[config.mk]
export PLATFORM = sky130hd
export DESIGN_NAME = gpr_alias_file
export DESIGN_NICKNAME = d
export VERILOG_FILES = /design/src/rtl/gpr_pkg.sv /design/src/rtl/gpr_write_decode.sv /design/src/rtl/gpr_read_port.sv /design/src/rtl/gpr_alias_file.sv
export SDC_FILE = /design/constraint.sdc
export NUM_CORES = 1
export LEC_CHECK = 0
export BUFFER_PORTS_ARGS = -buffer_cell sky130_fd_sc_hd__buf_2
export CAP_MARGIN = 20
export CORE_MARGIN = 2
export CORE_UTILIZATION = 55
export CTS_BUF_LIST = sky130_fd_sc_hd__clkbuf_8
export CTS_CLUSTER_SIZE = 16
export DETAILED_ROUTE_END_ITERATION = 10
export PLACE_DENSITY = 0.77
export SLEW_MARGIN = 20
export SYNTH_ARGS = -nofsm -noshare
export SYNTH_HDL_FRONTEND = slang
export SYNTH_SLANG_ARGS = --single-unit
[constraint.sdc]
create_clock -name clk -period 1.63 [get_ports clk]
set_input_delay 0.326 -clock clk [delete_from_list [all_inputs] [get_ports clk]]
set_output_delay 0.326 -clock clk [all_outputs]
set_load 0.05 [all_outputs]
[src/rtl/gpr_pkg.sv]
`timescale 1ns/1ps
package gpr_pkg;
    localparam int GPR_W   = 16;
    localparam int BYTE_W  = 8;
    localparam int GPR_N   = 8;
    localparam int IDX_W   = $clog2(GPR_N);
    localparam int LANES   = GPR_W / BYTE_W;
    localparam int ALIAS_N = GPR_N / LANES;

    typedef logic [GPR_W-1:0]            gpr_word_t;
    typedef gpr_word_t [GPR_N-1:0]       gpr_bank_t;
    typedef logic [GPR_N-1:0][LANES-1:0] gpr_lane_we_t;

    typedef struct packed {
        gpr_bank_t regs;
    } gpr_state_t;
endpackage

[src/rtl/gpr_write_decode.sv]
`timescale 1ns/1ps
module gpr_write_decode #(
    parameter int N     = gpr_pkg::GPR_N,
    parameter int W     = gpr_pkg::GPR_W,
    parameter int BW    = gpr_pkg::BYTE_W,
    parameter int IDX_W = $clog2(N)
) (
    input  logic                     wr_en,
    input  logic                     wr_byte,
    input  logic [IDX_W-1:0]         wr_idx,
    input  logic [W-1:0]             wr_data,
    output logic [N-1:0][W/BW-1:0]   lane_we,
    output logic [W-1:0]             lane_wdata
);
    localparam int LANES = W / BW;
    localparam int ALIAS = N / LANES;

    int reg_sel;
    int lane_sel;

    always_comb begin
        reg_sel  = int'(wr_idx) % ALIAS;
        lane_sel = int'(wr_idx) / ALIAS;
        lane_we  = '0;
        if (wr_en) begin
            if (!wr_byte) begin
                lane_we[wr_idx] = '1;
            end else begin
                lane_we[reg_sel][lane_sel] = 1'b1;
            end
        end
    end

    // In byte mode the low byte of the input is copied to every lane.
    always_comb begin
        if (wr_byte) begin
            lane_wdata = {LANES{wr_data[BW-1:0]}};
        end else begin
            lane_wdata = wr_data;
        end
    end
endmodule

[src/rtl/gpr_read_port.sv]
`timescale 1ns/1ps
module gpr_read_port #(
    parameter int N     = gpr_pkg::GPR_N,
    parameter int W     = gpr_pkg::GPR_W,
    parameter int BW    = gpr_pkg::BYTE_W,
    parameter int IDX_W = $clog2(N)
) (
    input  logic [N-1:0][W-1:0] bank,
    input  logic                byte_sel,
    input  logic [IDX_W-1:0]    idx,
    output logic [W-1:0]        data
);
    localparam int LANES = W / BW;
    localparam int ALIAS = N / LANES;

    int reg_sel;
    int lane_sel;

    always_comb begin
        reg_sel  = int'(idx) % ALIAS;
        lane_sel = int'(idx) / ALIAS;
        data     = '0;
        if (byte_sel) begin
            data[BW-1:0] = bank[reg_sel][lane_sel*BW +: BW];
        end else begin
            data = bank[idx];
        end
    end
endmodule

[src/rtl/gpr_alias_file.sv]
`timescale 1ns/1ps
module gpr_alias_file
    import gpr_pkg::*;
(
    input  logic             clk,
    input  logic             rst,
    input  logic             wr_en,
    input  logic             wr_byte,
    input  logic [IDX_W-1:0] wr_idx,
    input  logic [GPR_W-1:0] wr_data,
    input  logic             rd0_byte,
    input  logic [IDX_W-1:0] rd0_idx,
    output logic [GPR_W-1:0] rd0_data,
    input  logic             rd1_byte,
    input  logic [IDX_W-1:0] rd1_idx,
    output logic [GPR_W-1:0] rd1_data
);
    gpr_state_t   state_d, state_q;
    gpr_lane_we_t lane_we;
    gpr_word_t    lane_wdata;

    gpr_write_decode #(.N(GPR_N), .W(GPR_W), .BW(BYTE_W), .IDX_W(IDX_W)) u_wdec (
        .wr_en      (wr_en),
        .wr_byte    (wr_byte),
        .wr_idx     (wr_idx),
        .wr_data    (wr_data),
        .lane_we    (lane_we),
        .lane_wdata (lane_wdata)
    );

    always_comb begin
        state_d = state_q;
        if (rst) begin
            state_d.regs = '0;
        end else begin
            for (int r = 0; r < GPR_N; r++) begin
                for (int l = 0; l < LANES; l++) begin
                    if (lane_we[r][l]) begin
                        state_d.regs[r][l*BYTE_W +: BYTE_W] = lane_wdata[l*BYTE_W +: BYTE_W];
                    end
                end
            end
        end
    end

    always_ff @(posedge clk) begin
        state_q <= state_d;
    end

    gpr_read_port #(.N(GPR_N), .W(GPR_W), .BW(BYTE_W), .IDX_W(IDX_W)) u_rd0 (
        .bank     (state_q.regs),
        .byte_sel (rd0_byte),
        .idx      (rd0_idx),
        .data     (rd0_data)
    );

    gpr_read_port #(.N(GPR_N), .W(GPR_W), .BW(BYTE_W), .IDX_W(IDX_W)) u_rd1 (
        .bank     (state_q.regs),
        .byte_sel (rd1_byte),
        .idx      (rd1_idx),
        .data     (rd1_data)
    );

    // Checks on the storage and the read paths
    AST_WORD_WRITE_LANDS: assert property (@(posedge clk) disable iff (rst)
        (wr_en && !wr_byte) |=> (state_q.regs[$past(wr_idx)] == $past(wr_data)));

    AST_LOW_BYTE_WRITE: assert property (@(posedge clk) disable iff (rst)
        (wr_en && wr_byte && !wr_idx[IDX_W-1]) |=>
        ((state_q.regs[$past(wr_idx[IDX_W-2:0])][BYTE_W-1:0] == $past(wr_data[BYTE_W-1:0])) &&
         (state_q.regs[$past(wr_idx[IDX_W-2:0])][GPR_W-1:BYTE_W] ==
          $past(state_q.regs[wr_idx[IDX_W-2:0]][GPR_W-1:BYTE_W]))));

    AST_HIGH_BYTE_WRITE: assert property (@(posedge clk) disable iff (rst)
        (wr_en && wr_byte && wr_idx[IDX_W-1]) |=>
        ((state_q.regs[$past(wr_idx[IDX_W-2:0])][GPR_W-1:BYTE_W] == $past(wr_data[BYTE_W-1:0])) &&
         (state_q.regs[$past(wr_idx[IDX_W-2:0])][BYTE_W-1:0] ==
          $past(state_q.regs[wr_idx[IDX_W-2:0]][BYTE_W-1:0]))));

    AST_IDLE_HOLDS: assert property (@(posedge clk) disable iff (rst)
        !wr_en |=> $stable(state_q.regs));

    AST_RD0_LOW_ALIAS: assert property (@(posedge clk) disable iff (rst)
        (rd0_byte && !rd0_idx[IDX_W-1]) |->
        (rd0_data == {{(GPR_W-BYTE_W){1'b0}}, state_q.regs[rd0_idx[IDX_W-2:0]][BYTE_W-1:0]}));

    AST_RD1_HIGH_ALIAS: assert property (@(posedge clk) disable iff (rst)
        (rd1_byte && rd1_idx[IDX_W-1]) |->
        (rd1_data == {{(GPR_W-BYTE_W){1'b0}}, state_q.regs[rd1_idx[IDX_W-2:0]][GPR_W-1:BYTE_W]}));
endmodule

---- After elaboration in Yosys (flattened, before gate mapping) ----
Cells that the tools add are included.
word-level totals
  output and inout bits ................... 32
  memory bits (writable) .................. 0
  bits in read-only memories .............. 0
  register bits ........................... 128
  latch bits .............................. 0
  memories ................................ 0
  logic and storage cells ................. 52
cells by class
  $lt $le $gt $ge ......................... 10
  bitwise gates (word level) .............. 0
  eq/ne operators ......................... 0
  add/subtract/negate cells ............... 0
  div/mod/pow operators ................... 0
  reductions and logical operators ........ 3
  muxes and demuxes ....................... 21
  shift-type cells ........................ 2
  multipliers ............................. 0
operators by type and width
  kind                count
  $mux 16             7
  $bmux 16 s3         2
  $bmux 16 s2         2
  $mux 8              4
  $shiftx 16x5->8     2
  $lt 2x4->1 const B  3
  $lt 3x4->1 const B  3
  $demux 2 s3         1
  $demux 2 s2         1
  $mux 2              2
  $ge 3x1->1 const B  1
  $logic_and 1x1->1   3
  $ge 2x1->1 const B  1
  $lt 1x2->1 const B  1
  $demux 1 s1         1
  $ge 1x1->1 const B  1
  $mux 1              1

---- Longest topological paths before layout ----
  word-level depth ........................ 8
  gate-level depth with buffers ........... 6
  depth with buffers taken out ............ 3

---- Cells and area by module ----
Synthesis repeated with hierarchy kept, for this count alone.
unflattened totals
  cell total of the unflattened synthesis .. 716
  area total of the unflattened synthesis .. 7,518.5 um2
modules (own cells, without submodules)
  module            cells an instance  instances  area each (um2)  seq. area each (um2)
  gpr_alias_file    430                1          4,708.3          2,562.5
  gpr_read_port     123                2          1,249.9          0.0
  gpr_write_decode  40                 1          310.3            0.0

---- Worst setup path after synthesis ----
Ideal clock, no wire load.
  path type ............................... input to output
  from .................................... input rd1_idx[0]
  to ...................................... output rd1_data[10]
  buffers on the path ..................... 2
  setup slack ............................. -0.622 ns
  data arrival time ....................... 1.926 ns
  stages on the path ...................... 4
  data required time ...................... 1.304 ns
  cells stage by stage .................... buf_2 -> buf_4 -> mux4_2 -> nor2_1
on the way
  longest elaborated chain between the ends .. 3
ends and longest elaborated chain
  element                        RTL line              RTL
  start: declaration             gpr_alias_file.sv:15  input logic [IDX_W-1:0] rd1_idx,
  $bmux 16 s3                    gpr_read_port.sv:26   data = bank[idx];
  $mux 16 (not written as such)  gpr_read_port.sv:26
  $mux 8                         gpr_read_port.sv:23   if (byte_sel) begin
  end: declaration               gpr_alias_file.sv:16  output logic [GPR_W-1:0] rd1_data
Every way passes these cells. The select of a mux whose other input is x is not followed.

---- Worst setup path in the final report ----
  from .................................... register state_q[50] in the netlist's numbering
  to ...................................... output rd1_data[2]
on the way
  longest elaborated chain between the ends .. 4
  elaborated cells on any way between the ends .. 6
  classes of those cells .................. shift (1); mux (5)
ends and longest elaborated chain
  element                        RTL line              RTL
  start: declaration             gpr_alias_file.sv:18  gpr_state_t state_d, state_q;
  start signal: assignment       gpr_alias_file.sv:47  state_q <= state_d;
  $bmux 16 s2                    gpr_read_port.sv:24   data[BW-1:0] = bank[reg_sel][lane_sel*BW +: BW];
  $mux 16 (not written as such)  gpr_read_port.sv:24
  $shiftx 16x5->8                gpr_read_port.sv:24
  $mux 8 *                       gpr_read_port.sv:23
Mark *: on every way between the ends. The rest lies on a longest branch, timed or not. The select of a mux whose other input is x is not followed.

==> flow_summary.yaml <==
setup_path:
  crit_type: "flop to output port"
  r2r_start: "state_q[28]$_SDFFE_PP0P_"
  arrival_ns: 1.79
  worstPathRequired_ns: 1.30
  crit_path_end_kind: "output port"
  reg2reg_slack_ns: 0.67
  rr_worst_depth: 4
  cp_slowest_stage_delay_ns: 0.49
  crit_buf_inv: 1
  path_max_fanout: 3
  crit_slowest_cell: "mux4_2"
  cp-start-kind: "flop"
  path_cells: "mux4_2 > nor2b_4 > a31o_4 > buf_6"
  critPathTopFamily: "multiplexers"
  r2r-end: "state_q[28]$_SDFFE_PP0P_"
floorplanning:
  die-area_mm2: 0.0143
  rows: 42
  start_util_pct: 55.7
  fp.coreArea_mm2: 0.0131
  ioPinCount: 63
  die_x_um: 119
  die_h_um: 119
clock_network:
  clk_pin_slew_ns: 0.06
  ctsHoldBuffers: 0
  cts_buffers: 17
  max-clock-path-buffers: 2
  clock_latency_ns: 0.45
  htree_num_levels: 4
  cts_tree: "done"
  cts.sinks: 128
  cts_root_buffer: "clkbuf_8"
synth:
  yosysWarnings: 0
  synth_cell_types: 34
  syn_area_mm2: 0.00732
  synth.area.top_cells: "dfxtp_1 35%, mux2i_1 16%, mux4_2 9.5%, a21oi_1 7.7%, a211oi_1 6.6%"
  synth_top_cell_by_area: "dfxtp_1"
  postSynthNetCount: 798
  syn_avg_cell_area_um2: 9.55
  ys_seq_area_share_pct: 35.0
  synth.ff_latch_count: 128
  synthCells: 767
  synth_top_area_share_pct: 35.0
power:
  irDropWorstVdd_uv: 524
  p_per_area_mw_per_mm2: 779
  leakage_uw: 0.00352
layout:
  reg.largest.list: "state_q (128)"
  nets: 905
  fin_cells: 1063
  fill_cells: 850
  largest_register_ffs: 128
  drive_gt1_share_pct: 44.5
  top_register: "state_q"
  syn2layout_area_growth_pct: 35.9
  final_area_mm2: 0.00995
min_path:
  hold_depth: 3
  min_from: "wr_data[6]"
  hold_end: "state_q[54]$_SDFFE_PP0P_"
  hold_path_class: "input pin to flop"
sta:
  worst_pin_slew_ns: 0.998
  fin_crit_ns: 2.11
  finalSetupTns_ns: -13.41
  setup-violations-final: 32
  finalHoldViolations: 0
  setup_ws_ns: -0.483
  whs_ns: 0.205
  maxSlewViolCount: 0
  max_slew_margin_pct: 33.2
  rsz0062_at_grt: "yes"
  fmax_mhz: 473
  fin_crit_sh_pct: 130
  skew_ns: 0
global_route:
  grt_pass1_wl_um: 40000
  grt_pass1_vias: 7388
  grt_start_max_net_pins: 91
  grt_overflow: 0
  track_usage_pct: 36.9
  grt_antenna_before_repair: 0
routing:
  postRouteAntennaNets: 0
  dr.pass1.iters: 7
  wl_per_cell_um: 24.6
  vias: 7266
  first_iter_violations: 801
  vias_per_cell: 6.84
  totalWireLength_um: 26100
  drc: 0
status:
  violations: "setup timing"
  status: "complete, but fails checks"
placement:
  place_inst: 1025
  pre_cts_ws_ns: -0.602
  numPortBuffers: 62
  place_area_mm2: 0.00877
  globalplace.congestion: 0.898
  dp_hpwl_um: 16800
run:
  maxCapViolCount: 0
[metal layers]
layer  global-route usage (%)  share of wire, %  vias to the layer above
met5                        0                 0                        -
met4                     21.3               5.6                        0
met3                     7.66                11                      136
li1                         -                 -                     3115
met2                     57.8                47                      544
met1                     47.3                37                     3471
[where the power goes]
group / total [uW] / switching [uW] / internal [uW]
clock: 2790 / 1220 / 1570
combinational: 1690 / 963 / 728
sequential: 3270 / 81.1 / 3190
[cell usage in the layout, fill, tap and decap left out, drive strengths merged]
master	instances
nor2b	21
or3b	1
clkinvlp	1
nand3b	2
mux4	32
nand2b	1
buf	173
bufinv	2
nor4bb	2
nand2	32
a31o	16
dfxtp	128
a21oi	112
or4b	1
diode	1
inv	4
mux2i	120
nor3b	1
and3b	2
a22oi	32
nand3	33
nand4b	1
a211oi	64
and4b	1
o21ai	32
nor2	42
and2	2
and3	1
xnor2	1
nor4b	1
clkbuf	23
clkinv	1
xor2	1
[stage by stage]
stage	util (%)	power, uW
floorplan	-	4310
global placement	66.8	4770
detailed placement	66.8	4800
CTS	74.8	7690
global route	75.7	7940
finish	75.7	7750
[how the worst max path moves through the flow]
stage	slack, ns	depth (start not counted)	from	end
floorplan	-0.20	5	rd1_idx[1]	rd1_data[10]
global placement	-0.58	7	rd1_idx[1]	rd1_data[0]
detailed placement	-0.60	7	rd1_idx[1]	rd1_data[1]
CTS	-0.50	4	state_q[50]$_SDFFE_PP0P_	rd1_data[2]
global route	-0.50	4	state_q[50]$_SDFFE_PP0P_	rd1_data[2]
finish	-0.48	4	state_q[50]$_SDFFE_PP0P_	rd1_data[2]
[cell type report]
cell class / instances / area [um2] / area share (%)
Tap cell: 176 / 220 / 2.21
Clock inverter: 8 / 87.6 / 0.880
Clock buffer: 23 / 317 / 3.18
Antenna cell: 1 / 2.50 / 0.0252
Timing Repair Buffer: 173 / 1720 / 17.3
Sequential cell: 128 / 2700 / 27.1
Multi-Input combinational cell: 554 / 4900 / 49.3
[synth_stat cells]
library cell,n
a211oi_1,64
a21oi_1,112
a22oi_1,32
a31o_1,16
and2_1,2
and3_1,1
and3b_1,2
and4b_1,1
buf_1,5
buf_12,3
buf_2,27
buf_4,11
buf_6,5
clkbuf_1,34
dfxtp_1,128
mux2i_1,120
mux4_1,1
mux4_2,31
nand2_1,32
nand2b_1,1
nand3_1,33
nand3b_1,2
nand4b_1,1
nor2_1,39
nor2_2,3
nor2b_1,21
nor3b_4,1
nor4b_4,1
nor4bb_1,2
o21ai_0,32
or3b_2,1
or4b_1,1
xnor2_2,1
xor2_2,1
[worst register-to-register path, delay by kind of cell (launching register included)]
family,cells,cell delay (ns)
AO/OA/AOI/OAI,2,0.18
buffers and inverters,2,0.27
flip-flops,1,0.36
[kinds of logic (layout without fill, tap and decap cells)]
family,Yosys count,count (layout),share of synthesized area [%]
XOR/XNOR,2,2,0.444
flip-flops,128,128,35.0
buffers and inverters,85,204,6.56
other,0,1,0
AND/OR/NAND/NOR,144,144,10.1
multiplexers,152,152,26.3
AO/OA/AOI/OAI,256,256,21.6
[timing repair]
| action | CTS | global route |
|---|---|---|
| resized for setup | 190 | 43 |
| pin swaps | 2 | 0 |
| buffers inserted | 3 | 1 |
| endpoints found under the setup margin | 32 | 32 |
| cloned | 2 | 0 |
Power figures use the tool's default switching activity.
